--- config.mk ---
export PLATFORM = sky130hd
export DESIGN_NAME = audio_sr_rx
export DESIGN_NICKNAME = d
export VERILOG_FILES = /design/src/rtl/audio_sr_rx.sv
export SDC_FILE = /design/constraint.sdc
export NUM_CORES = 1
export LEC_CHECK = 0
export ABC_AREA = 1
export BUFFER_PORTS_ARGS = -buffer_cell sky130_fd_sc_hd__buf_2
export CORE_MARGIN = 8
export CORE_UTILIZATION = 40
export CTS_CLUSTER_DIAMETER = 150
export DETAILED_ROUTE_END_ITERATION = 10
export GPL_TIMING_DRIVEN = 0
export SLEW_MARGIN = 20
export SYNTH_ARGS = -nofsm -noshare
export SYNTH_HDL_FRONTEND = slang
export SYNTH_SLANG_ARGS = --single-unit
export TNS_END_PERCENT = 20
--- constraint.sdc ---
create_clock -name clk -period 1.54 [get_ports clk]
set_clock_uncertainty 0.2 [all_clocks]
set_input_delay 0.154 -clock clk [delete_from_list [all_inputs] [get_ports clk]]
set_output_delay 0.154 -clock clk [all_outputs]
set_load 0.02 [all_outputs]
--- src/rtl/audio_sr_rx.sv ---
module audio_sr_rx #(
  parameter int W    = 16,
  parameter int SYNC = 2
) (
  input  logic         clk,
  input  logic         rst_n,
  input  logic         bclk_in,
  input  logic         lrsel_in,
  input  logic         sdata_in,
  input  logic         pair_ack,
  output logic [W-1:0] left_out,
  output logic [W-1:0] right_out,
  output logic         pair_valid,
  output logic         overrun
);

  localparam int            CW  = $clog2(W + 1);
  localparam logic [CW-1:0] LIM = CW'(W);
  localparam logic [CW-1:0] TOP = CW'(W - 1);

  logic [SYNC-1:0] bclk_sh, ws_sh, sd_sh;
  logic            bclk_d, ws_last, ws_known, armed, have_left, pending;
  logic [CW-1:0]   cnt;
  logic [W-1:0]    acc, left_hold;

  wire bclk_s = bclk_sh[SYNC-1];
  wire ws_s   = ws_sh[SYNC-1];
  wire sd_s   = sd_sh[SYNC-1];
  wire rise   = bclk_s & ~bclk_d;

  wire         ws_edge = ws_known && (ws_s != ws_last);
  wire [W-1:0] bitpos  = {{(W-1){1'b0}}, 1'b1} << (TOP - cnt);
  wire [W-1:0] word    = acc | ((sd_s && cnt < LIM) ? bitpos : '0);

  wire done_l   = rise & ws_edge & armed & ~ws_last;
  wire done_r   = rise & ws_edge & armed &  ws_last;
  wire new_pair = done_r & have_left;

  always_ff @(posedge clk or negedge rst_n) begin
    if (!rst_n) begin
      bclk_sh <= '0;
      ws_sh   <= '0;
      sd_sh   <= '0;
      bclk_d  <= 1'b0;
    end else begin
      bclk_sh <= {bclk_sh[SYNC-2:0], bclk_in};
      ws_sh   <= {ws_sh[SYNC-2:0], lrsel_in};
      sd_sh   <= {sd_sh[SYNC-2:0], sdata_in};
      bclk_d  <= bclk_s;
    end
  end

  always_ff @(posedge clk or negedge rst_n) begin
    if (!rst_n) begin
      ws_last  <= 1'b0;
      ws_known <= 1'b0;
      armed    <= 1'b0;
      cnt      <= '0;
      acc      <= '0;
    end else if (rise) begin
      ws_last  <= ws_s;
      ws_known <= 1'b1;
      if (ws_edge) begin
        armed <= 1'b1;
        cnt   <= '0;
        acc   <= '0;
      end else begin
        acc <= word;
        if (cnt < LIM) cnt <= cnt + CW'(1);
      end
    end
  end

  always_ff @(posedge clk or negedge rst_n) begin
    if (!rst_n) begin
      left_hold  <= '0;
      have_left  <= 1'b0;
      left_out   <= '0;
      right_out  <= '0;
      pair_valid <= 1'b0;
      pending    <= 1'b0;
      overrun    <= 1'b0;
    end else begin
      pair_valid <= new_pair;
      if (done_l) begin
        left_hold <= word;
        have_left <= 1'b1;
      end else if (done_r) begin
        have_left <= 1'b0;
      end
      if (new_pair) begin
        left_out  <= left_hold;
        right_out <= word;
        pending   <= 1'b1;
        if (pending && !pair_ack) overrun <= 1'b1;
      end else if (pair_ack) begin
        pending <= 1'b0;
      end
    end
  end

endmodule

Word-level counts from Yosys, hierarchy flattened

Index checks and enable logic that the tools add are counted.

Register bits: 83
Input port bits: 6
Word-level logic and storage cells: 48

$add $sub $neg: 2
$lt $le $gt $ge: 1
Equal/unequal tests: 1
Shifts and indexed selects: 1
Mux-type cells: 8
Bitwise logic cells: 9
Reduce and logical (&&, ||, !) cells: 10

Operator list:

| cell                                             | number |
|---|---|
| 2-to-1 mux 16 bit                                | 2 |
| OR 16 bit                                        | 1 |
| << shifter 1 x 5 -> 16 bit, first input constant | 1 |
| 2-to-1 mux 5 bit                                 | 2 |
| AND 1 bit                                        | 6 |
| AND reduction 2 bit                              | 3 |
| nonzero test 2 bit                               | 3 |
| adder 5 x 1 -> 5 bit, second input constant      | 1 |
| < comparator 5 bit, second input constant        | 1 |
| subtractor 4 x 5 -> 5 bit, first input constant  | 1 |
| 2-to-1 mux 1 bit                                 | 4 |
| logical AND 1 bit                                | 3 |
| inverter 1 bit                                   | 2 |
| logical NOT 1 bit                                | 1 |
| != test 1 bit                                    | 1 |

Depth between registers and ports, before layout

Gate-level depths: netlist (run 1).

Depth after elaboration: 7
Gate-level depth with buffers: 8
Depth with buffers taken out: 8

Worst setup path after synthesis (run 1)

OpenSTA, ideal clock, no wires.

Path type: reg2reg
Start: register bclk_d
End: register left_hold[10]
Library setup time: 0.118 ns
Arrival time: 1.201 ns
Slack: 0.021 ns
Stages on the path, launching flop included: 7
Buffers on the path: 2
Cell sequence: dfrtp_1 nor2_2 buf_4 nand4_2 buf_2 nand2_1 nand2_1

Word-level cells in the longest chain between the ends: 5

Ends and longest elaborated chain:

| what                   | RTL line | source |
|---|---|---|
| start, declared        | 22       | `logic bclk_d, ws_last, ws_known, armed, have_left, pending;` |
| start signal, assigned | 49       | `bclk_d <= bclk_s;` |
| inverter 1 bit         | 29       | `wire rise = bclk_s & ~bclk_d;` |
| AND 1 bit              | 29       |  |
| AND 1 bit (3 in a row) | 35       | `wire done_l = rise & ws_edge & armed & ~ws_last;` |
| end signal, assigned   | 86       | `left_hold <= word;` |
| end, declared          | 24       | `logic [W-1:0] acc, left_hold;` |

No other way between the ends.
A chain may end at the register's enable or synchronous reset.

Worst setup path after layout (run 1)

Start: register ws_sh[1]
End: register right_out[1]

Word-level cells in the longest chain between the ends: 6

Ends and longest elaborated chain:

| what                   | RTL line | source |
|---|---|---|
| start, declared        | 21       | `logic [SYNC-1:0] bclk_sh, ws_sh, sd_sh;` |
| start signal, assigned | 47       | `ws_sh <= {ws_sh[SYNC-2:0], lrsel_in};` |
| != test 1 bit          | 31       | `wire ws_edge = ws_known && (ws_s != ws_last);` |
| logical AND 1 bit      | 31       |  |
| AND 1 bit (3 in a row) | 36       | `wire done_r = rise & ws_edge & armed & ws_last;` |
| AND 1 bit              | 37       | `wire new_pair = done_r & have_left;` |
| end signal, assigned   | 93       | `right_out <= word;` |
| end, declared          | 12       | `output logic [W-1:0] right_out,` |

No other way between the ends.

==> results of run 1 <==
cells by family (layout without fill, tap and decap cells):
| family | count (synthesis) | in the layout | synth area share [%] |
|---|---|---|---|
| simple gates | 211 | 211 | 26.6 |
| flops | 83 | 83 | 58.8 |
| fa+ha+maj | 6 | 6 | 2.13 |
| buf+inv | 55 | 127 | 6.94 |
| compound gates | 37 | 37 | 5.56 |
layer usage:
metal / up-vias / track usage (%) / share of wire, %
met2: 59 / 22.2 / 47
met3: 10 / 4.13 / 6.5
li1: 1386 / - / -
met5: - / 0 / 0
met4: 0 / 4.63 / 1.2
met1: 1321 / 19.0 / 45
final cells by class:
class                   count  share of cell area, %
well taps                 108                   3.01
clock inverters             7                   1.73
clock buffers               9                   2.76
inverters                  36                   3.12
repair buffers             56                   8.62
multi-input cells         254                   30.6
plain buffers              19                   3.74
flip-flops and latches     83                   46.4
stage by stage:
step | area, sq um | power (W) | hold WS [ns]
after floorplan | 3530 | 0.00287 | -0.342
after global placement | 3860 | 0.00309 | 0.0620
after detailed placement | 3890 | 0.00311 | -0.103
after CTS | 4380 | 0.00480 | 0.0521
after global routing | 4490 | 0.00506 | 0.0729
final | 4490 | 0.00481 | 0.0387
registers in the layout, indices dropped and copies added (netlist names), 2 cells and up:
signal / flops
acc: 16
bclk_sh: 2
cnt: 5
left_hold: 16
left_out: 16
right_out: 16
sd_sh: 2
ws_sh: 2
how the worst max path moves through the flow:
stage	startpoint	end	slack [ns]	cells past startpoint
final	ws_sh[1]$_DFF_PN0_	right_out[1]$_DFFE_PN0P_	-0.06	7
after global routing	ws_sh[1]$_DFF_PN0_	right_out[1]$_DFFE_PN0P_	-0.14	7
after CTS	cnt[1]$_DFFE_PN0P_	right_out[2]$_DFFE_PN0P_	-0.06	6
after detailed placement	bclk_sh[1]$_DFF_PN0_	left_hold[11]$_DFFE_PN0P_	-0.21	7
after global placement	rst_n	sd_sh[0]$_DFF_PN0_	-0.56	1
after floorplan	bclk_d$_DFF_PN0_	left_hold[10]$_DFFE_PN0P_	0.02	6
cell usage in the layout, fill, tap and decap left out, types with 2 or more instances in the layout:
cell / netlist / final
clkinv_2: 0 / 3
clkbuf_8: 0 / 9
nor2_1: 10 / 9
buf_8: 0 / 2
dlygate4sd3_1: 0 / 5
inv_1: 33 / 31
o21ai_1: 1 / 6
buf_4: 1 / 14
nand2_1: 132 / 127
nand2_2: 0 / 5
buf_2: 10 / 41
nand4_4: 1 / 2
a21oi_1: 14 / 14
buf_6: 3 / 9
o21ai_0: 18 / 2
dfrtp_1: 83 / 80
nor2_4: 1 / 5
ha_2: 0 / 6
nand4_1: 6 / 6
o21ai_2: 0 / 11
dfrtp_2: 0 / 3
nand3_2: 0 / 10
clkinv_4: 0 / 3
clkbuf_2: 0 / 2
nand3_1: 54 / 44
inv_2: 1 / 2
repair_timing:
item	CTS	global route
hold buffers	5	0
setup buffers	7	2
pin swaps	9	8
endpoints found under the hold margin	88	0
cloned	1	1
endpoints found under the setup margin	66	71
gates resized for setup	63	30
power by group:
part / internal, W / total [W] / switching, W
Clock: 0.000760 / 0.00160 / 0.000836
Combinational: 0.000277 / 0.000794 / 0.000516
Sequential: 0.00233 / 0.00242 / 0.0000888
==> impl_metrics.env, run 1 <==
export IMPL_r2r_end="right_out[1]$_DFFE_PN0P_"
export IMPL_drcViolationCount=0
export IMPL_clk_latency_ns=0.37
export IMPL_yosys_warnings=0
export IMPL_multi_input_area_sq_um=1370
export IMPL_path_max_fanout=9
export IMPL_overflow=0
export IMPL_critPathSlowestCell="dfrtp_2"
export IMPL_post_dp_hpwl_microns=5580
export IMPL_port_buffers=39
export IMPL_antenna_found_initial=0
export IMPL_synth_top_cell_area_share_pct=58.8
export IMPL_synth_cell_type_count=27
export IMPL_period_minus_slack_ns=1.60
export IMPL_cp_buffers_inverters=2
export IMPL_setup_violations=33
export IMPL_syn_inst=392
export IMPL_dr_pass1_iters=4
export IMPL_nets=471
export IMPL_crit_path_end_kind="flop"
export IMPL_regToRegStartpoint="ws_sh[1]$_DFF_PN0_"
export IMPL_async_flop_share_pct=100
export IMPL_register_area_sq_um=2080
export IMPL_slowest_delay_ns=0.46
export IMPL_cap_violations=0
export IMPL_violations="negative setup slack"
export IMPL_syn_area_sq_um=3530
export IMPL_cp_top_family="flip-flops"
export IMPL_clock_root_buffer="clkbuf_8"
export IMPL_final_util_pct=51.9
export IMPL_reg2reg_slack_ns=-0.06
export IMPL_setup_tns_ns=-0.803
export IMPL_place_inst=540
export IMPL_maxClockFrequency_ghz=0.624
export IMPL_grt_usage_pct=14.4
export IMPL_die_w_microns=110
export IMPL_synth_ff_type="dfrtp_1"
export IMPL_path_cells="a21oi_4 > nand3_4 > nor2_4 > buf_8 > buf_6 > nand3_1 > nand2_1"
export IMPL_gp_congestion=0.788
export IMPL_ys_seq_elements=83
export IMPL_io_pins=40
export IMPL_drt_vias_per_instance=4.85
export IMPL_tightest_slew_ns=0.367
export IMPL_routed_wl_microns=8090
export IMPL_relSlewSlack_pct=75.4
export IMPL_clk_path_buf_depth=2
export IMPL_rows=34
export IMPL_area_delta_synth_final_pct=27.0
export IMPL_num_vias=2776
export IMPL_synth_edf_count=0
export IMPL_netlist_top_cell_by_area="dfrtp_1"
export IMPL_postRouteAntennaNets=0
export IMPL_cts_buffers_inserted=9
export IMPL_postSynthAreaPerCell_sq_um=9.01
export IMPL_initial_core_util_pct=40.9
export IMPL_hold_path_class="in2async"
export IMPL_coreArea_sq_um=8640
export IMPL_yosysMostFrequentCell="nand2_1"
export IMPL_stdcell_count=572
export IMPL_cts_sinks=83
export IMPL_synthTopCellsByArea="dfrtp_1 59%, nand2_1 14%, nand3_1 7.7%, inv_1 3.5%, o21ai_0 2.6%"
export IMPL_critPathKind="reg2reg"
export IMPL_slew_viol_final=0
export IMPL_diodes=0
export IMPL_fin_ws_ns=-0.0613
export IMPL_start_kind="flop"
export IMPL_synth_common_cells="132 x nand2_1, 83 x dfrtp_1, 54 x nand3_1, 33 x inv_1, 18 x o21ai_0"
export IMPL_wl_per_cell_microns=14.1
export IMPL_grt_max_degree=58
export IMPL_grt_pass1_wl_microns=13400
export IMPL_ys_seq_area_share_pct=58.8
export IMPL_power_leakage_nw=2.40
export IMPL_timing_final_crit_share_pct=104
export IMPL_peakVddDrop_uv=510
export IMPL_rsz0062_at_grt="true"
export IMPL_fill_cells=821
export IMPL_htreeDepth=3
export IMPL_synth_fp_nets=404
export IMPL_status="finished, violations left"
export IMPL_place_ws_ns=-0.213
export IMPL_grt_pass1_vias=2750
export IMPL_dieHeight_microns=110
export IMPL_cp_required_ns=1.65
export IMPL_report_final_hold_viol_count=0
export IMPL_final_layout_size_suffix_gt1_share_pct=29.5
export IMPL_clk_pin_slew_ns=0.09
export IMPL_die_area_sq_um=12100
export IMPL_rr_worst_depth=7
export IMPL_cp_arrival_ns=1.71
export IMPL_power_density_nw_per_um2=1070
export IMPL_cts_tree="done"
export IMPL_drt_initial_drc_count=144
Note: power is estimated with default switching activity, not from simulation.
==> inputs of run 2 (changes only) <==
TNS_END_PERCENT = 100   (was 20)
clock period = 2 ns   (was 1.54 ns; I/O delays follow)
==> impl_metrics.env, run 2 (same netlist as run 1, synthesis figures left out) <==
export IMPL_status="finished clean"
export IMPL_slowest_delay_ns=0.45
export IMPL_grt_max_degree=58
export IMPL_reg2reg_slack_ns=0.23
export IMPL_setup_tns_ns=0
export IMPL_final_cell_mix="132 x nand2_1, 83 x dfrtp_1, 54 x nand3_1, 48 x buf_2, 33 x inv_1"
export IMPL_clock_root_buffer="clkbuf_8"
export IMPL_r2r_end="left_hold[9]$_DFFE_PN0P_"
export IMPL_power_leakage_nw=2.29
export IMPL_cp_required_ns=2.06
export IMPL_final_layout_size_suffix_gt1_share_pct=17.9
export IMPL_start_kind="flop"
export IMPL_path_depth=7
export IMPL_layout_commonest_cell="nand2_1"
export IMPL_area_delta_synth_final_pct=17.3
export IMPL_cts_tree="done"
export IMPL_antenna_found_initial=0
export IMPL_overflow=0
export IMPL_holdWs_ns=0.0864
export IMPL_cts_resized=0
export IMPL_htreeDepth=3
export IMPL_postRouteAntennaNets=0
export IMPL_cap_violations=0
export IMPL_slew_viol_final=0
export IMPL_rr_worst_depth=7
export IMPL_cp_common_cell="nand2_1"
export IMPL_num_vias=2694
export IMPL_die_area_sq_um=12100
export IMPL_clk_path_buf_depth=2
export IMPL_report_final_hold_viol_count=0
export IMPL_peakVddDrop_uv=395
export IMPL_dpl_cell_area_sq_um=3890
export IMPL_diodes=0
export IMPL_rows=34
export IMPL_dieHeight_microns=110
export IMPL_grt_pass1_vias=2662
export IMPL_cp_buffers_inverters=1
export IMPL_period_minus_slack_ns=1.77
export IMPL_coreArea_sq_um=8640
export IMPL_drcViolationCount=0
export IMPL_power_density_nw_per_um2=867
export IMPL_cts_sinks=83
export IMPL_tightest_slew_ns=0.566
export IMPL_clk_pin_slew_ns=0.09
export IMPL_path_max_fanout=10
export IMPL_wl_per_cell_microns=13.8
export IMPL_clk_latency_ns=0.36
export IMPL_grt_pass1_wl_microns=13000
export IMPL_relSlewSlack_pct=62.0
export IMPL_hold_path_class="in2async"
export IMPL_setup_violations=0
export IMPL_critPathKind="reg2reg"
export IMPL_die_w_microns=110
export IMPL_port_buffers=39
export IMPL_critPathSlowestCell="dfrtp_1"
export IMPL_cp_arrival_ns=1.83
export IMPL_startpoint="ws_last$_DFFE_PN0N_"
export IMPL_gp_congestion=0.788
export IMPL_routed_wl_microns=7750
export IMPL_path_cells="nand2_1 > nand2_1 > nor2_2 > nand4_2 > buf_2 > nand2_1 > nand2_1"
export IMPL_cp_top_family="simple AND/OR/NAND/NOR gates"
export IMPL_dr_pass1_iters=4
export IMPL_nets=460
export IMPL_cts_buffers_inserted=9
export IMPL_timing_final_crit_share_pct=88.5
export IMPL_maxClockFrequency_ghz=0.565
export IMPL_post_dp_hpwl_microns=5580
export IMPL_stdcell_count=561
export IMPL_regToRegStartpoint="ws_last$_DFFE_PN0N_"
export IMPL_drt_vias_per_instance=4.80
export IMPL_power_total_w=0.00359
export IMPL_crit_end="left_hold[9]$_DFFE_PN0P_"
export IMPL_rsz0062_at_grt="false"
export IMPL_fin_area_sq_um=4140
export IMPL_place_inst=540
export IMPL_io_pins=40
export IMPL_grt_usage_pct=14.0
export IMPL_drt_initial_drc_count=106
export IMPL_crit_path_end_kind="flop"
export IMPL_initial_core_util_pct=40.9
[run 2: changes by cell type in the layout (fill, tap and decap cells not counted), moves of 4 or more]
cell     before  now
o21ai_0       2   18
buf_4        14    2
o21ai_2      11    0
nand3_1      44   54
nand3_2      10    0
buf_2        41   48
buf_6         9    3
ha_1          0    6
ha_2          6    0
nand2_1     127  132
nand2_2       5    0
o21ai_1       6    1
nor2_4        5    1
[run 2: power by group]
group,total (W),switching (W),internal (W)
Sequential,0.00186,0.0000642,0.00179
Combinational,0.000509,0.000355,0.000155
Clock,0.00123,0.000643,0.000585
Total,0.00359,0.00106,0.00253
[run 2: through the flow]
step | setup slack, ns | utilization (%)
after floorplan | 0.481 | -
after global placement | -0.143 | 44.7
after detailed placement | 0.247 | 45.1
after CTS | 0.234 | 48.0
after global routing | 0.0268 | 48.0
final | 0.231 | 48.0
[run 2: worst min path at each step]
stage,start,to,depth (start not counted)
6_report,rst_n,left_out[4]$_DFFE_PN0P_,2
5_1_grt,rst_n,left_out[4]$_DFFE_PN0P_,2
4_1_cts,rst_n,left_out[2]$_DFFE_PN0P_,2
3_5_place_dp,rst_n,left_out[2]$_DFFE_PN0P_,1
3_3_place_gp,lrsel_in,ws_sh[0]$_DFF_PN0_,1
2_1_floorplan,rst_n,acc[0]$_DFFE_PN0N_,0
[run 2: metal layers]
metal  share of wire, %  wire, microns  GRT usage (%)
met1                 47           3660           18.7
met2                 45           3510           21.1
met3                6.1            474           4.13
met4                1.3             98           4.63
met5                  0              0              0
[run 2: cell type report]
type,count,area (sq um)
tap,108,135
clock buffer,9,124
sequential,83,2080
buffer,19,110
multi-input combinational,254,1210
fill,861,4490
inverter,36,135
clock inverter,7,77.6
timing repair buffer,45,275
[run 2: repair_timing]
| action | CTS | global route |
|---|---|---|
| hold buffers | 5 | 0 |
| buffers inserted | 0 | 0 |
| hold endpoints to repair | 88 | 0 |
==> inputs of run 3 (changes only) <==
CORE_ASPECT_RATIO = 0.75   (was unset)
clock period = 1.5 ns   (was 2 ns; I/O delays follow)
==> impl_metrics.env, run 3 (same netlist as run 1, synthesis figures left out) <==
export IMPL_relSlewSlack_pct=69.9
export IMPL_grt_usage_pct=15.0
export IMPL_report_final_hold_viol_count=0
export IMPL_crit_path_end_kind="flop"
export IMPL_met3_length_microns=465
export IMPL_drt_vias_per_instance=4.90
export IMPL_final_cell_mix="112 x nand2_1, 78 x dfrtp_1, 42 x nand3_1, 41 x buf_2, 29 x inv_1"
export IMPL_dieHeight_microns=97.4
export IMPL_overflow=0
export IMPL_cts_tree="done"
export IMPL_clk_pin_slew_ns=0.06
export IMPL_status="finished, violations left"
export IMPL_cts_buffers_inserted=9
export IMPL_tightest_slew_ns=0.451
export IMPL_grt_pass1_vias=2827
export IMPL_die_area_sq_um=12100
export IMPL_maxClockFrequency_ghz=0.605
export IMPL_nets=476
export IMPL_stdcell_count=577
export IMPL_clk_latency_ns=0.34
export IMPL_wl_per_cell_microns=15.2
export IMPL_gp_congestion=0.848
export IMPL_cap_violations=0
export IMPL_power_density_nw_per_um2=1190
export IMPL_grt_pass1_wl_microns=14400
export IMPL_port_buffers=39
export IMPL_rsz0062_at_grt="true"
export IMPL_io_pins=40
export IMPL_die_w_microns=125
export IMPL_clock_root_buffer="clkbuf_16"
export IMPL_dr_pass1_iters=4
export IMPL_slew_viol_final=0
export IMPL_critPathKind="reg2reg"
export IMPL_coreArea_sq_um=8530
export IMPL_start_kind="flop"
export IMPL_grt_max_degree=57
export IMPL_period_minus_slack_ns=1.65
export IMPL_critPathSlowestCell="dfrtp_2"
export IMPL_slowest_delay_ns=0.45
export IMPL_highest_layer="met4"
export IMPL_post_dp_hpwl_microns=5970
export IMPL_timing_final_crit_share_pct=110
export IMPL_routed_wl_microns=8770
export IMPL_area_delta_synth_final_pct=35.4
export IMPL_rows=29
export IMPL_violations="negative setup slack"
export IMPL_power_leakage_nw=2.50
export IMPL_dr_wl_met2_microns=3670
export IMPL_setup_tns_ns=-4.88
export IMPL_wl_met1_microns=4540
export IMPL_diodes=0
export IMPL_antenna_found_initial=0
export IMPL_fill_cells=778
export IMPL_postRouteAntennaNets=0
export IMPL_layout_commonest_cell="nand2_1"
export IMPL_drcViolationCount=0
export IMPL_hold_path_class="in2async"
export IMPL_path_cells="a21oi_4 > nand3_4 > nor2_4 > buf_6 > buf_6 > nand3_1 > nand2_1"
export IMPL_clk_path_buf_depth=2
export IMPL_drt_initial_drc_count=240
export IMPL_cp_required_ns=1.58
export IMPL_cts_sinks=83
export IMPL_num_vias=2828
export IMPL_peakVddDrop_uv=906
export IMPL_setup_violations=60
export IMPL_cp_arrival_ns=1.73
export IMPL_htreeDepth=3
export IMPL_place_inst=540
export IMPL_cp_common_cell="buf_6"
export IMPL_fin_ws_ns=-0.153
export IMPL_path_max_fanout=7
export IMPL_initial_core_util_pct=41.4
export IMPL_final_layout_size_suffix_gt1_share_pct=35.4
==> run 3: final cells by class <==
cell class              count  area (sq um)  area share (%)
flip-flops and latches     83          2080            43.6
multi-input cells         254          1520            31.7
repair buffers             61           429            8.97
clock inverters             4          47.5           0.994
inverters                  36           143            2.98
clock buffers              12           267            5.57
well taps                 108           135            2.83
plain buffers              19           161            3.38
==> run 3: path summary, 6_finish.rpt <==
kind | from | to | slack [ns] | cells past startpoint
setup / recovery | ws_sh[1]$_DFF_PN0_ | left_hold[13]$_DFFE_PN0P_ | -0.15 | 7
hold / removal | rst_n | right_out[4]$_DFFE_PN0P_ | 0.08 | 2
setup reg to reg | ws_sh[1]$_DFF_PN0_ | left_hold[13]$_DFFE_PN0P_ | -0.15 | 7
hold reg to reg | bclk_sh[0]$_DFF_PN0_ | bclk_sh[1]$_DFF_PN0_ | 0.15 | 0
max in group asynchronous | rst_n | right_out[14]$_DFFE_PN0P_ | 0.42 | 3
min in group clk | bclk_sh[0]$_DFF_PN0_ | bclk_sh[1]$_DFF_PN0_ | 0.15 | 0
==> run 3: per-layer routing <==
metal	track usage, %	vias to the layer above
li1	-	1403
met4	5.36	0
met1	21.3	1365
met5	0	-
met3	5.56	9
met2	20.0	51
==> run 3: power breakdown <==
part,total (W),switching (W),leakage (nW),internal [W]
clock,0.00228,0.000865,0.155,0.00142
combinational,0.000886,0.000572,1.23,0.000314
sequential,0.00251,0.000108,1.11,0.00240
total,0.00568,0.00155,2.50,0.00413
==> run 3: what timing repair did <==
action	4_1_cts	5_1_grt
gates cloned	3	0
hold buffers	5	0
setup endpoints to repair	70	73
pin swaps	10	9
resized for setup	81	50
hold endpoints to repair	88	0
buffers inserted	9	4
==> run 3: through the flow <==
step	hold WS [ns]	setup slack (ns)	power (W)	util (%)	instance area, sq um
floorplan	-0.346	0.00178	0.00295	-	3540
detailed placement	-0.0951	-0.245	0.00320	45.7	3900
global placement	0.0607	-0.614	0.00318	45.4	3870
global route	0.123	-0.214	0.00590	56.1	4780
CTS	0.0923	-0.130	0.00561	53.7	4580
finish	0.0810	-0.153	0.00568	56.1	4780
==> run 3: critical path, delay by kind of cell, from the launching register on <==
family,cells,cell delay (ns)
simple gates,4,0.46
buf+inv,2,0.29
compound gates,1,0.19
flops,1,0.45
